**src/rtl/lin_fp_pkg.sv**
```systemverilog
package lin_fp_pkg;

  typedef enum logic [1:0] {
    MODE_IGNORE = 2'b00,
    MODE_SUB    = 2'b01,
    MODE_PUB    = 2'b10,
    MODE_OFF    = 2'b11
  } mode_e;

  // table entry: [5] enhanced, [4:2] length-1, [1:0] mode
  typedef struct packed {
    logic       enh;
    logic [2:0] len_m1;
    mode_e      mode;
  } cfg_t;

  typedef enum logic [2:0] {
    S_IDLE, S_PID, S_LOOK, S_SEND, S_ECHO, S_RECV
  } st_e;

  // 8-bit add with end-around carry
  function automatic logic [7:0] cks_add(input logic [7:0] a, input logic [7:0] b);
    logic [8:0] s;
    s = {1'b0, a} + {1'b0, b};
    return s[7:0] + {7'd0, s[8]};
  endfunction

endpackage

```
**src/rtl/lin_id_table.sv**
```systemverilog
module lin_id_table #(
  parameter int ADDR_W = 6,
  parameter int DATA_W = 6
) (
  input  logic              clk,
  input  logic              we,
  input  logic [ADDR_W-1:0] waddr,
  input  logic [DATA_W-1:0] wdata,
  input  logic              re,
  input  logic [ADDR_W-1:0] raddr,
  output logic [DATA_W-1:0] rdata
);
  localparam int DEPTH = 1 << ADDR_W;

  logic [DATA_W-1:0] mem [DEPTH];

  // simple dual-port, registered read: maps onto block RAM
  always_ff @(posedge clk) begin
    if (we) mem[waddr] <= wdata;
    if (re) rdata <= mem[raddr];
  end
endmodule

```
**src/rtl/lin_pid_check.sv**
```systemverilog
module lin_pid_check (
  input  logic [7:0] pid,
  output logic [5:0] id,
  output logic       ok,
  output logic       reserved
);
  logic p_even, p_odd;

  always_comb begin
    id       = pid[5:0];
    p_even   = pid[0] ^ pid[1] ^ pid[2] ^ pid[4];
    p_odd    = ~(pid[1] ^ pid[3] ^ pid[4] ^ pid[5]);
    ok       = (pid[6] == p_even) && (pid[7] == p_odd);
    reserved = (pid[5:1] == 5'b11111);   // 0x3E, 0x3F
  end
endmodule

```
**src/rtl/lin_frame_proc.sv**
```systemverilog
module lin_frame_proc
  import lin_fp_pkg::*;
#(
  parameter int MAX_BYTES = 8,
  parameter int TO_BITS   = 140
) (
  input  logic                   clk,
  input  logic                   rst,
  input  logic                   hdr_start,
  input  logic                   rx_valid,
  input  logic [7:0]             rx_byte,
  input  logic                   bit_tick,
  input  logic                   cfg_we,
  input  logic [5:0]             cfg_id,
  input  logic [5:0]             cfg_wdata,
  input  logic [8*MAX_BYTES-1:0] pub_data,
  output logic                   tx_start,
  output logic [7:0]             tx_byte,
  output logic [8*MAX_BYTES-1:0] sub_data,
  output logic [5:0]             frame_id,
  output logic                   rx_done,
  output logic                   tx_done,
  output logic                   err_parity,
  output logic                   err_cksum,
  output logic                   err_bit,
  output logic                   err_timeout
);
  localparam int SEL_W = $clog2(MAX_BYTES);
  localparam int IDX_W = $clog2(MAX_BYTES + 1);
  localparam int CNT_W = $clog2(TO_BITS + 1);

  st_e              state;
  logic [7:0]       pid_q, sum_q, sent_q;
  logic [IDX_W-1:0] idx_q, len_q;
  logic [CNT_W-1:0] to_cnt;
  logic [7:0]       shadow [MAX_BYTES];
  logic [7:0]       pub_b  [MAX_BYTES];

  logic [5:0] pc_id;
  logic       pc_ok, pc_rsv;
  logic [5:0] tbl_rdata;
  cfg_t       cfg_rd;
  logic       tbl_re, active, diag, tick_out;

  genvar g;
  generate
    for (g = 0; g < MAX_BYTES; g++) begin : g_pub
      assign pub_b[g] = pub_data[8*g +: 8];
    end
  endgenerate

  lin_pid_check u_pid (
    .pid(rx_byte), .id(pc_id), .ok(pc_ok), .reserved(pc_rsv)
  );

  assign tbl_re = (state == S_PID) && rx_valid && !hdr_start;

  lin_id_table #(.ADDR_W(6), .DATA_W(6)) u_tbl (
    .clk(clk), .we(cfg_we), .waddr(cfg_id), .wdata(cfg_wdata),
    .re(tbl_re), .raddr(rx_byte[5:0]), .rdata(tbl_rdata)
  );

  assign cfg_rd   = cfg_t'(tbl_rdata);
  assign active   = (state == S_SEND) || (state == S_ECHO) || (state == S_RECV);
  assign diag     = (frame_id[5:1] == 5'b11110);            // 0x3C, 0x3D
  assign tick_out = active && bit_tick && (to_cnt == CNT_W'(TO_BITS - 1));

  always_ff @(posedge clk) begin
    if (rst) begin
      state       <= S_IDLE;
      pid_q       <= '0;
      sum_q       <= '0;
      sent_q      <= '0;
      idx_q       <= '0;
      len_q       <= '0;
      to_cnt      <= '0;
      tx_start    <= 1'b0;
      tx_byte     <= '0;
      sub_data    <= '0;
      frame_id    <= '0;
      rx_done     <= 1'b0;
      tx_done     <= 1'b0;
      err_parity  <= 1'b0;
      err_cksum   <= 1'b0;
      err_bit     <= 1'b0;
      err_timeout <= 1'b0;
      for (int k = 0; k < MAX_BYTES; k++) shadow[k] <= '0;
    end else begin
      tx_start    <= 1'b0;
      rx_done     <= 1'b0;
      tx_done     <= 1'b0;
      err_parity  <= 1'b0;
      err_cksum   <= 1'b0;
      err_bit     <= 1'b0;
      err_timeout <= 1'b0;
      if (active && bit_tick) to_cnt <= to_cnt + CNT_W'(1);

      if (hdr_start) begin
        state <= S_PID;
      end else if (tick_out) begin
        err_timeout <= 1'b1;
        state       <= S_IDLE;
      end else begin
        case (state)
          S_PID: if (rx_valid) begin
            if (!pc_ok) begin
              err_parity <= 1'b1;
              state      <= S_IDLE;
            end else if (pc_rsv) begin
              state <= S_IDLE;
            end else begin
              pid_q    <= rx_byte;
              frame_id <= pc_id;
              state    <= S_LOOK;
            end
          end
          S_LOOK: begin
            to_cnt <= '0;
            idx_q  <= '0;
            len_q  <= diag ? IDX_W'(MAX_BYTES) : IDX_W'(cfg_rd.len_m1) + IDX_W'(1);
            sum_q  <= (cfg_rd.enh && !diag) ? pid_q : 8'h00;
            for (int k = 0; k < MAX_BYTES; k++) shadow[k] <= '0;
            case (cfg_rd.mode)
              MODE_SUB: state <= S_RECV;
              MODE_PUB: state <= S_SEND;
              default:  state <= S_IDLE;
            endcase
          end
          S_SEND: begin
            tx_start <= 1'b1;
            tx_byte  <= (idx_q == len_q) ? ~sum_q : pub_b[idx_q[SEL_W-1:0]];
            sent_q   <= (idx_q == len_q) ? ~sum_q : pub_b[idx_q[SEL_W-1:0]];
            state    <= S_ECHO;
          end
          S_ECHO: if (rx_valid) begin
            if (rx_byte != sent_q) begin
              err_bit <= 1'b1;
              state   <= S_IDLE;
            end else if (idx_q == len_q) begin
              tx_done <= 1'b1;
              state   <= S_IDLE;
            end else begin
              sum_q <= cks_add(sum_q, rx_byte);
              idx_q <= idx_q + IDX_W'(1);
              state <= S_SEND;
            end
          end
          S_RECV: if (rx_valid) begin
            if (idx_q == len_q) begin
              if (rx_byte == ~sum_q) begin
                rx_done <= 1'b1;
                for (int k = 0; k < MAX_BYTES; k++) sub_data[8*k +: 8] <= shadow[k];
              end else begin
                err_cksum <= 1'b1;
              end
              state <= S_IDLE;
            end else begin
              shadow[idx_q[SEL_W-1:0]] <= rx_byte;
              sum_q <= cks_add(sum_q, rx_byte);
              idx_q <= idx_q + IDX_W'(1);
            end
          end
          default: state <= S_IDLE;
        endcase
      end
    end
  end
endmodule

```
**config.mk**
```make
export PLATFORM = sky130hd
export DESIGN_NAME = lin_frame_proc
export DESIGN_NICKNAME = d
export VERILOG_FILES = /design/src/rtl/lin_fp_pkg.sv /design/src/rtl/lin_id_table.sv /design/src/rtl/lin_pid_check.sv /design/src/rtl/lin_frame_proc.sv
export SDC_FILE = /design/constraint.sdc
export NUM_CORES = 1
export LEC_CHECK = 0
export CAP_MARGIN = 20
export CELL_PAD_IN_SITES_DETAIL_PLACEMENT = 1
export CELL_PAD_IN_SITES_GLOBAL_PLACEMENT = 2
export CORE_MARGIN = 8
export CORE_UTILIZATION = 50
export CTS_CLUSTER_DIAMETER = 150
export DETAILED_ROUTE_END_ITERATION = 7
export DONT_BUFFER_PORTS = 1
export GPL_ROUTABILITY_DRIVEN = 0
export GPL_TIMING_DRIVEN = 0
export HOLD_SLACK_MARGIN = 0.12
export PLACE_DENSITY = 0.83
export SLEW_MARGIN = 5
export SYNTH_ARGS = -nofsm -noshare
export SYNTH_HDL_FRONTEND = slang
export SYNTH_SLANG_ARGS = --single-unit
```
**constraint.sdc**
```tcl
create_clock -name clk -period 6.1 [get_ports clk]
set_input_delay 1.22 -clock clk [delete_from_list [all_inputs] [get_ports clk]]
set_output_delay 1.22 -clock clk [all_outputs]
set_load 0.01 [all_outputs]
```
==> reports/qor.yml, run 1 <==
dpl_worst_slack_ps: 1700
die_area_sq_mm: 0.0540
worstSkewPairLatency_ps: 630
gr-usage-met1_pct: 26.8
p_per_area_mw_per_mm2: 312
wl_microns: 62400
drtIter0Drc: 1010
clk_pin_slew_worst_paths_ps: 60
cts_buffers: 58
die_h_microns: 232
ant_nets: 0
ys_seq_area_share_pct: 68.0
use_met3_pct: 4.87
grt_first_pass_wirelength_microns: 92200
yosys.area_share.simple_pct: 8.94
syn_area_sq_mm: 0.0234
maxCapViolCount: 0
grtUsageMet2_pct: 42.1
max_slew_margin_pct: 22.5
dr_total_vias: 13228
num_io_pins: 175
cp_num_buf_inv: 4
syn2layout_area_growth_pct: 11.8
tightest_slew_ps: 1150
setup_tns_ps: 0
fin_total_pwr_w: 0.00817
setup.worst_path.end_class: "flop"
antenna_found_initial: 0
peakVddDrop_v: 0.000296
avgViaCountPerCell: 5.97
clock-root-buffer: "clkbuf_16"
dpl_cell_area_sq_mm: 0.0242
port_buffers: 0
ys_ff_latch: 568
ff2ff_setup_slack_ps: 2480
postCtsSetupBuffers: 0
remaining_drc_errors: 0
finalSetupViolCount: 0
ff2ff_path_depth: 8
power.static_leakage_nw: 8.47
synth_nets: 1595
cp_top_family: "buffers and inverters"
cp.arrival_ps: 4200
grt_usage_pct: 22.9
globalRoute.busiestLayer: "met2"
drive_gt1_share_pct: 18.3
synth-edff-count: 454
worstPathRequired_ps: 6590
cts_tree: "yes"
outcome: "finished, final reports clean"
slew_violations: 0
critical_path_class: "input port to flop"
finalWorstSetupSlack_ps: 2380
cts_resized: 0
cts_max_level: 2
fin_area_sq_mm: 0.0262
synthXorXnorAreaFrac_pct: 1.21
gr-total-overflow: 0
fin_crit_ps: 3720
grt_pass1_vias: 14061
synth_mux_area_share_pct: 14.6
routedWlPerCell_microns: 28.2
hold_violations: 0
synth_ff_type: "edfxtp_1"
holdBufCountCts: 0
placementRows: 79
worstPathCellList: "clkbuf_1, buf_2, buf_2, clkbuf_1, nand3_1, o21ai_0, a21oi_1, nand3_2, mux2i_1, nor2_1"
cp_slowest_stage_delay_ps: 550
async_flop_share_pct: 0
synth-compound-area-share_pct: 4.16
synth_top_family_by_area: "multiplexers"
hold_path_class: "flop to flop"
min_to: "idx_q[3]"
fin_skew_ps: 15.7
yosysWarnings: 0
hp-start: "idx_q[3]"
num_antenna_cells: 0
clockBufferDepth: 3
rsz0062_at_grt: "no"
dp_hpwl_microns: 43700
fin_crit_sh_pct: 60.9
slowest_stage: "clkbuf_1"
nets: 1664
synthCells: 1489
die_width_microns: 232
start_kind: "input port"
start_util_pct: 50.5
r2r-end: "shadow[0][5]"
clock-sinks: 568
fmax_mhz: 269
fin_util_pct: 56.4
worst-path-max-fanout: 10
reg2reg_from: "state[1]"
first_pass_iters: 5
ys_types: 61
syn_area_per_cell_sq_um: 15.7
synthAdderAreaFrac_pct: 0.887
grt_max_degree: 65
min_path_cells: 2
core_area_sq_mm: 0.0464
## cells in the final DEF, fill, tap and decap left out, types with 12 or more instances in the layout
cell and instances:
nor2_1 109, xor2_1 20, mux4_2 142, a21oi_1 95, and2_1 64, mux2i_1 21, nand2_1 174, nand3_1 26
buf_2 29, clkinv_2 12, clkbuf_1 60, dfxtp_1 114, buf_6 12, clkbuf_16 61, a211oi_1 13, edfxtp_1 454
nor3_1 15, ha_1 15, o21ai_0 21
## state kept, by name, summed over array words and instances, names as in the netlist
signal / cells
err_bit: 1
err_cksum: 1
err_parity: 1
err_timeout: 1
frame_id: 5
idx_q: 4
len_q: 4
pid_q: 3
rx_done: 1
sent_q: 8
shadow: 64
state: 3
sub_data: 64
sum_q: 8
to_cnt: 8
tx_done: 1
tx_start: 1
u_tbl.mem: 384
u_tbl.rdata: 6
## area by class of cell
type / count / area, sq um
Sequential cell: 568 / 15900
Clock inverter: 28 / 279
Timing Repair Buffer: 9 / 55.1
Fill cell: 4314 / 20200
Tap cell: 607 / 759
Buffer: 94 / 497
Clock buffer: 82 / 1670
Inverter: 8 / 30.0
Multi-Input combinational cell: 819 / 6970
## cells in the mapped netlist (7+ instances only)
master / instances / area, sq um
ha_1: 15 / 188
nand4_1: 8 / 50.1
mux2i_1: 21 / 210
xor2_1: 20 / 175
and2_1: 64 / 400
nor2_1: 109 / 409
nor3_1: 15 / 75.1
a211oi_1: 13 / 97.6
xnor2_1: 7 / 61.3
inv_1: 7 / 26.3
mux4_2: 142 / 3200
nand3_1: 26 / 130
buf_6: 12 / 135
dfxtp_1: 114 / 2280
nand2b_1: 7 / 43.8
clkbuf_1: 45 / 169
nor2b_1: 8 / 50.1
o21ai_0: 22 / 110
buf_2: 24 / 120
a21oi_1: 95 / 475
nor4_1: 7 / 43.8
nand2_1: 174 / 653
edfxtp_1: 454 / 13600
## power breakdown
group	switching, W	internal (W)
clock network	0.00151	0.00208
registers	0.0000135	0.00421
logic	0.000206	0.000144
total	0.00173	0.00643
## tightest hold or removal path, stage by stage, from the launching register on
cell and delay (ps):
dfxtp_1 320, nand2_1 60, mux2i_1 50
## through the flow
stage / hold WS (ps) / std cells
finish: 486 / 2215
global route: 518 / 2215
CTS: 490 / 2212
detailed placement: 481 / 2102
global placement: 466 / 2096
floorplan: 455 / 1489
## how the worst max path moves through the flow
stage,start,endpoint,cells past startpoint
floorplan,rx_byte[0],sum_q[6],12
global placement,rx_byte[1],pid_q[7],10
detailed placement,rx_byte[1],frame_id[0],10
CTS,rx_byte[1],frame_id[0],10
global route,rx_byte[1],frame_id[2],10
finish,rx_byte[1],frame_id[0],10
## per-layer routing
metal	part of all wire (%)	wire [microns]	vias up
met5	0	0	-
met3	7.2	4470	83
met1	38	23500	6842
met2	53	33100	462
met4	2.2	1380	0
li1	-	-	5841
## kinds of logic (layout without fill, tap and decap cells)
family / Yosys count / in the layout
simple gates: 448 / 448
flops: 568 / 568
compound gates: 163 / 163
xor+xnor: 29 / 29
mux: 163 / 163
buf+inv: 102 / 221
fa+ha+maj: 16 / 16
Power figures use the tool's default switching activity.
==> run 2: changes to the inputs <==
CORE_UTILIZATION = 47   (was 50)
PLACE_DENSITY = 0.79   (was 0.83)
clock period = 3.5 ns   (was 6.1 ns; I/O delays follow)
==> reports/qor.yml, run 2 (synthesized netlist as in run 1, its figures left out) <==
grt_first_pass_wirelength_microns: 92100  # about the same
ff2ff_path_depth: 8  # unchanged
cp_slowest_stage_delay_ps: 540  # about the same
cts_tree: "yes"
reg2reg_from: "state[1]"
p_per_area_mw_per_mm2: 542  # +74%
grt_pass1_vias: 13995  # -0.47%
routedWlPerCell_microns: 27.5  # -2.5%
start_util_pct: 47.7  # -2.8 points
hold_path_class: "input port to flop"
clock-sinks: 568  # unchanged
peakVddDrop_v: 0.000458  # +55%
port_buffers: 0  # unchanged
cp.arrival_ps: 3550  # -650 ps
finalSetupViolCount: 0  # unchanged
tightest_slew_ps: 1090  # -66.2 ps
clk_pin_slew_worst_paths_ps: 60  # about the same
outcome: "finished, final reports clean"
grt_max_degree: 65  # unchanged
ff2ff_setup_slack_ps: 220  # -2260 ps
final_common_cell: "edfxtp_1"
antenna_found_initial: 3  # +3
remaining_drc_errors: 0  # unchanged
rsz0062_at_grt: "no"
syn2layout_area_growth_pct: 12.3
gr-total-overflow: 0  # unchanged
fin_skew_ps: 31.9  # +16.2 ps
power.static_leakage_nw: 8.46  # -0.11%
regMostFlops: "u_tbl.mem"
nets: 1666  # +0.12%
slew_violations: 0  # unchanged
placementRows: 81  # +2.5%
cts_buffers: 60  # +3.4%
clockBufferDepth: 3  # unchanged
slowest_stage: "a2111oi_4"
setup_tns_ps: 0  # unchanged
r2r-end: "shadow[1][3]"
drtIter0Drc: 880  # -13%
wl_microns: 62400  # about the same
cts_max_level: 2  # unchanged
hold_violations: 0  # unchanged
dr_total_vias: 13100  # -0.97%
avgViaCountPerCell: 5.76  # -3.5%
die_area_sq_mm: 0.0572  # +5.9%
crit_start: "state[1]"
fin_util_pct: 53.6  # -2.9 points
num_io_pins: 175  # unchanged
grt_usage_pct: 21.7  # -1.2 points
fmax_mhz: 305
core_area_sq_mm: 0.0491  # +5.8%
worstPathCellList: "buf_2, nand2b_1, buf_2, a211oi_2, a2111oi_4, nand3_1, nor3_4, nand2b_1"
die_width_microns: 239  # +2.9%
start_kind: "flop"
fin_crit_ps: 3280
worstSkewPairLatency_ps: 640  # about the same
max_slew_margin_pct: 27.0  # +4.4 points
setup.worst_path.end_class: "flop"
worstPathRequired_ps: 3780  # -2810 ps
ant_nets: 0  # unchanged
reg_top3: "u_tbl.mem (384), shadow (64), sub_data (64)"
die_h_microns: 239  # +2.9%
first_pass_iters: 5  # unchanged
largest_reg_flops: 384  # unchanged
maxCapViolCount: 0  # unchanged
worst-path-max-fanout: 10  # unchanged
fin_crit_sh_pct: 93.6
drive_gt1_share_pct: 18.4  # +0.12 points
clock-root-buffer: "clkbuf_16"
critical_path_class: "flop to flop"
layout_common_cells: "454 x edfxtp_1, 174 x nand2_1, 142 x mux4_2"
dp_hpwl_microns: 43700  # -0.19%
crit_end: "shadow[1][3]"
==> run 2: changes by cell type in the layout (fill, tap and decap cells not counted), sizes merged <==
cell      change
diode         +2
bufinv        +1
inv           +3
clkinvlp      +1
clkbuf        -9
clkinv        +4
==> run 2: where the power goes <==
| group | internal, W | leakage, nW | switching (W) | total [W] |
|---|---|---|---|---|
| Sequential | 0.00734 | 5.09 | 0.0000221 | 0.00737 |
| Clock | 0.00360 | 0.929 | 0.00265 | 0.00625 |
| Combinational | 0.000253 | 2.45 | 0.000362 | 0.000614 |
| Total | 0.0112 | 8.46 | 0.00304 | 0.0142 |
==> run 2: cell type report <==
class,count,area [sq um]
clock buffer,73,1590
timing repair buffer,9,65.1
clock inverter,37,349
antenna,2,5.00
fill,4671,22800
sequential,568,15900
multi-input combinational,819,7000
tap,664,831
buffer,94,497
inverter,8,30.0
==> run 2: how the worst min path moves through the flow <==
stage | startpoint | end | slack, ps | cells past startpoint
CTS | cfg_wdata[5] | u_tbl.mem[35][5] | 120 | 0
detailed placement | idx_q[3] | idx_q[3] | 480 | 2
global placement | idx_q[3] | idx_q[3] | 470 | 2
finish | cfg_wdata[5] | u_tbl.mem[32][5] | 160 | 0
floorplan | idx_q[3] | idx_q[3] | 450 | 2
global route | cfg_wdata[4] | u_tbl.mem[46][4] | 130 | 0
==> run 2: metal layers <==
| layer | track usage (%) | up-vias | wire [microns] |
|---|---|---|---|
| met4 | 8.43 | 2 | 2100 |
| met3 | 5.92 | 120 | 4750 |
| met1 | 25.6 | 6684 | 23900 |
| met5 | 0 | - | 13 |
| met2 | 37.6 | 439 | 31700 |
| li1 | - | 5855 | - |
==> run 2: what timing repair did <==
item	4_1_cts	5_1_grt
pin swaps	0	1
buffers inserted	0	0
hold buffers	0	0
resized for setup	3	7
setup endpoints to repair	24	34
==> run 2: worst max-delay path: cells and delay by family (launching register included) <==
family | cells | cell delay [ps]
simple gates | 4 | 1400
buf+inv | 2 | 470
flops | 1 | 300
compound gates | 2 | 760
==> run 2: stage by stage <==
step	cell area [sq um]	std cells	hold WS (ps)	worst slack, ps	total power, W
6_report	26300	2274	158	223	0.0142
5_1_grt	26300	2274	133	14.3	0.0146
4_1_cts	26200	2268	123	18.1	0.0144
3_5_place_dp	24300	2158	484	-351	0.00813
3_3_place_gp	24200	2153	468	-312	0.00811
2_1_floorplan	23400	1489	455	569	0.00791
